`src/rtl/rstctl_pkg.sv`:
```
package rstctl_pkg;
   localparam int unsigned CSR_W    = 8;
   localparam int unsigned FLAG_POS = 7;
   localparam int unsigned EN_POS   = 6;
   localparam int unsigned FIX_W    = 6;
   localparam logic [FIX_W-1:0] FIX_VAL = 6'h1F;

   typedef struct packed {
      logic flag;
      logic en;
   } csr_ctl_t;

   localparam csr_ctl_t CTL_RESET = '{flag: 1'b0, en: 1'b0};
endpackage

```
`src/rtl/rstctl_sync.sv`:
```
module rstctl_sync #(
   parameter int unsigned STAGES = 2
) (
   input  logic clk,
   input  logic pin_rst_n,
   output logic rst_sync_n
);
   if (STAGES < 2) begin : g_bad_stages
      $error("rstctl_sync: STAGES must be at least 2");
   end

   logic [STAGES-1:0] chain;

   for (genvar i = 0; i < STAGES; i++) begin : g_stage
      if (i == 0) begin : g_first
         always_ff @(posedge clk or negedge pin_rst_n) begin
            if (!pin_rst_n) chain[0] <= 1'b0;
            else            chain[0] <= 1'b1;
         end
      end else begin : g_next
         always_ff @(posedge clk or negedge pin_rst_n) begin
            if (!pin_rst_n) chain[i] <= 1'b0;
            else            chain[i] <= chain[i-1];
         end
      end
   end

   assign rst_sync_n = chain[STAGES-1];
endmodule

```
`src/rtl/rstctl_stretch.sv`:
```
module rstctl_stretch #(
   parameter int unsigned STRETCH_CYCLES = 518
) (
   input  logic clk,
   input  logic rst_n,
   input  logic trig,
   output logic active
);
   localparam int unsigned CNT_W = (STRETCH_CYCLES > 2) ? $clog2(STRETCH_CYCLES) : 1;
   localparam logic [CNT_W-1:0] LOAD_VAL = CNT_W'(STRETCH_CYCLES - 1);

   if (STRETCH_CYCLES < 2) begin : g_bad_len
      $error("rstctl_stretch: STRETCH_CYCLES must be at least 2");
   end

   logic [CNT_W-1:0] remain;

   always_ff @(posedge clk or negedge rst_n) begin
      if (!rst_n) begin
         active <= 1'b0;
         remain <= '0;
      end else if (active) begin
         if (remain == '0) active <= 1'b0;
         else              remain <= remain - 1'b1;
      end else if (trig) begin
         active <= 1'b1;
         remain <= LOAD_VAL;
      end
   end
endmodule

```
`src/rtl/rstctl_csr.sv`:
```
module rstctl_csr
   import rstctl_pkg::*;
(
   input  logic             clk,
   input  logic             rst_n,
   input  logic             ovf,
   input  logic             wr_ok,
   input  logic [CSR_W-1:0] wdata,
   output csr_ctl_t         ctl,
   output logic [CSR_W-1:0] rdata
);
   csr_ctl_t ctl_q;

   always_ff @(posedge clk or negedge rst_n) begin
      if (!rst_n) begin
         ctl_q <= CTL_RESET;
      end else begin
         if (ovf)                         ctl_q.flag <= 1'b1;
         else if (wr_ok && !wdata[FLAG_POS]) ctl_q.flag <= 1'b0;
         if (wr_ok)                       ctl_q.en   <= wdata[EN_POS];
      end
   end

   assign ctl   = ctl_q;
   assign rdata = {ctl_q.flag, ctl_q.en, FIX_VAL};
endmodule

```
`src/rtl/rstctl_top.sv`:
```
module rstctl_top
   import rstctl_pkg::*;
#(
   parameter int unsigned SYNC_STAGES    = 2,
   parameter int unsigned STRETCH_CYCLES = 518
) (
   input  logic             clk,
   input  logic             pin_rst_n,
   input  logic             wdt_ovf,
   input  logic             reg_wr,
   input  logic [CSR_W-1:0] reg_wdata,
   output logic [CSR_W-1:0] reg_rdata,
   output logic             sys_rst
);
   logic     rst_sync_n;
   logic     wd_active;
   logic     wd_trig;
   logic     wr_ok;
   csr_ctl_t ctl;

   rstctl_sync #(.STAGES(SYNC_STAGES)) u_sync (
      .clk        (clk),
      .pin_rst_n  (pin_rst_n),
      .rst_sync_n (rst_sync_n)
   );

   assign wd_trig = wdt_ovf && ctl.en;

   rstctl_stretch #(.STRETCH_CYCLES(STRETCH_CYCLES)) u_stretch (
      .clk    (clk),
      .rst_n  (rst_sync_n),
      .trig   (wd_trig),
      .active (wd_active)
   );

   assign sys_rst = !rst_sync_n || wd_active;
   assign wr_ok   = reg_wr && !sys_rst;

   rstctl_csr u_csr (
      .clk   (clk),
      .rst_n (rst_sync_n),
      .ovf   (wdt_ovf),
      .wr_ok (wr_ok),
      .wdata (reg_wdata),
      .ctl   (ctl),
      .rdata (reg_rdata)
   );
endmodule

```
`config.mk`:
```
export PLATFORM = sky130hd
export DESIGN_NAME = rstctl_top
export DESIGN_NICKNAME = d
export VERILOG_FILES = /design/src/rtl/rstctl_pkg.sv /design/src/rtl/rstctl_sync.sv /design/src/rtl/rstctl_stretch.sv /design/src/rtl/rstctl_csr.sv /design/src/rtl/rstctl_top.sv
export SDC_FILE = /design/constraint.sdc
export NUM_CORES = 1
export LEC_CHECK = 0
export CAP_MARGIN = 20
export CORE_MARGIN = 1
export CORE_UTILIZATION = 35
export DETAILED_ROUTE_END_ITERATION = 6
export DONT_BUFFER_PORTS = 1
export PLACE_DENSITY_LB_ADDON = 0.15
export SETUP_SLACK_MARGIN = 0.02
export SYNTH_ARGS = -nofsm -noshare
export SYNTH_HDL_FRONTEND = slang
export SYNTH_SLANG_ARGS = --single-unit
export TNS_END_PERCENT = 10
```
`constraint.sdc`:
```
create_clock -name clk -period 0.8 [get_ports clk]
set_input_delay 0.12 -clock clk [delete_from_list [all_inputs] [get_ports clk]]
set_output_delay 0.12 -clock clk [all_outputs]
set_load 0.03 [all_outputs]
```
==> run metrics <==
status finished with violations; failing checks setup timing; Peak Freq 602 MHz; Worst-Skew Late Latency 290 ps; Async S/R FF share, synth 100%; mean area per synthesized cell 10.4 um^2; post-synth top area share 46.9%; DPL Wire Length 1240 um; Post-synth EDFFs 0; # clock sinks 15; fin crit share 208%; worst reg2reg path startpoint u_stretch.remain[0]; Num CTS Buffers 3; ant diodes 0; Final setup viols 16; largest net degree at the start of global routing 14; Post-Syn Area approximately 800 um^2; Final nets 131; post-route ant nets 0; area leader, netlist dfrtp_1; Clock Skews 9.97 ps; CTS tree yes; yosys warns 0; synth top area cells dfrtp_1 47%, buf_4 5.6%, nor3_1 3.1%; die area 2480 um^2; worst hold path class input port to asynchronous set/reset pin; Hold WS 45.5 ps; Seq/Total Area, Yosys 46.9%; pwr dens between 1000 and 1500 nW/um^2; Vias/cell a little under 5; Final Hold Fails 0; grt total ovfl 0; Final Util 58.3%; Worst EP required 980 ps; first-pass GRT wire length 2930 um; Post-Syn Instances 77; initial antenna violation count 0; Final WS setup -861 ps; WP data arrival about 1900 ps; H-tree depth 1; CP max FO 2; Horiz. Die Dim 49.8 um; Max-cap violations 0; Root Buffer clkbuf_4; Initial DRC Count 11; Area Growth Syn to Fin 50.4%; cell family with most CP delay simple AND/OR/NAND/NOR gates; I/O Buffers 0; Slew Viols, Final 0; launching element type of the critical path flip-flop; CP Buf/Inv Count 1; GRT Util Overall 15.9%; CP endpoint kind flip-flop; distinct cell type count after synthesis 33; critical path class flip-flop to flip-flop; Critical Path, Cell by Cell inv_2 > ha_4 > or3b_4 > o31ai_4 > nand2_1 > mux2_4; gp weighted congestion 0.754; crit path from u_stretch.remain[0]; Wirelength per Cell 12.0 um; I/O pin count 21; Fill cells ~180; share of layout cells above drive strength 1 around 44%; pre-CTS setup slack -915 ps; TNS Setup -9380 ps; RSZ-0062 raised after global routing true; Initial Util 38.8%; Worst IR Drop VDD 0.877 mV; die height 49.8 um; drt pass-1 iters 4; vias in the first global route 679; #FFs+latches synth 15; Clock Pin Slew Worst Setup and Hold Paths 110 ps; slowest cell delay on critical path slightly above 400 ps; num rows 16; final wirelength 1720 um; P_leak 0.520 nW; fin crit period 1660 ps; via count 701; CP max stage cell dfrtp_1; clock buffer depth 2; core area a little over 2000 um^2; Synth Flop Type dfrtp_1; Residual DRC 0
cell families after synthesis:
logic type / synth area share (%)
flops: 46.9
buf+inv: 7.04
other cells: 0.939
compound gates: 13.5
simple gates: 24.7
mux: 5.32
fa+ha+maj: 1.56
state kept, by name, summed over array words and instances, names as in the netlist:
| name | cells |
|---|---|
| u_sync.rst_sync_n | 1 |
| u_sync.chain | 1 |
| u_csr.ctl | 2 |
| u_stretch.active | 1 |
| u_stretch.remain | 10 |
routing by layer:
layer | GRT usage [%] | wire (um) | share of wire (%)
met1 | 20.3 | 831 | 48
met3 | 1.85 | 49 | 2.8
met5 | 0 | 0 | 0
met4 | 7.14 | 8 | 0.46
met2 | 26.6 | 833 | 48
area by class of cell:
cell class	count	area (um^2)	share of cell area, %
clock inverters	1	5.00	0.416
flip-flops and latches	15	375	31.2
clock buffers	3	22.5	1.87
repair buffers	37	310	25.8
multi-input cells	58	444	36.9
inverters	3	11.3	0.937
well taps	27	33.8	2.81
cells in the mapped netlist (2+ instances only):
master and instances:
nor2_1 6, buf_4 6, nor3_1 5, o31ai_1 3
nand2b_1 3, inv_1 3, a21oi_1 3, nand3b_1 2
nand2_1 5, nand3_1 2, mux2i_1 2, conb_1 2
dfrtp_1 15
layout by cell type (no fill, tap or decap), types with 2 or more instances in the layout:
cell	count
dfrtp_1	15
mux2i_1	2
inv_2	2
a21oi_1	2
conb_1	7
nor3_1	2
nand2b_1	2
buf_6	6
o21ai_1	2
clkbuf_4	3
o31ai_1	3
dlygate4sd3_1	4
buf_4	27
nand3b_1	2
nand3_1	2
nand2_1	5
nor3_2	2
nor2_1	5
power by group:
part	switching, mW	total (mW)	internal [mW]
Clock	0.266	0.452	0.185
Sequential	0.00253	0.765	0.763
Combinational	0.0563	0.0766	0.0203
repair_timing:
action | CTS | global route
cloned | 0 | 0
hold buffers | 4 | 0
setup buffers | 2 | 1
resized for setup | 14 | 5
endpoints found under the setup margin | 16 | 16
hold endpoints to repair | 4 | 0
pin swaps | 2 | 3
path summary, 6_finish.rpt:
path                                        to  slack (ps)  depth (start not counted)
setup / recovery           u_stretch.remain[0]        -860                          6
hold / removal                 u_sync.chain[0]          50                          1
setup reg to reg           u_stretch.remain[0]        -860                          6
hold reg to reg               u_stretch.active         360                          2
max in group asynchronous  u_stretch.remain[6]         270                          2
min in group clk           u_stretch.remain[2]          80                          2
per-stage QoR:
| step | instance area [um^2] | total power [mW] | instances |
|---|---|---|---|
| after CTS | 1180 | 1.32 | 143 |
| after floorplan | 823 | 0.849 | 82 |
| final | 1200 | 1.29 | 144 |
| after global placement | 1040 | 0.839 | 133 |
| after detailed placement | 1040 | 0.840 | 133 |
| after global routing | 1200 | 1.35 | 144 |
(Power assumes the default switching activity.)
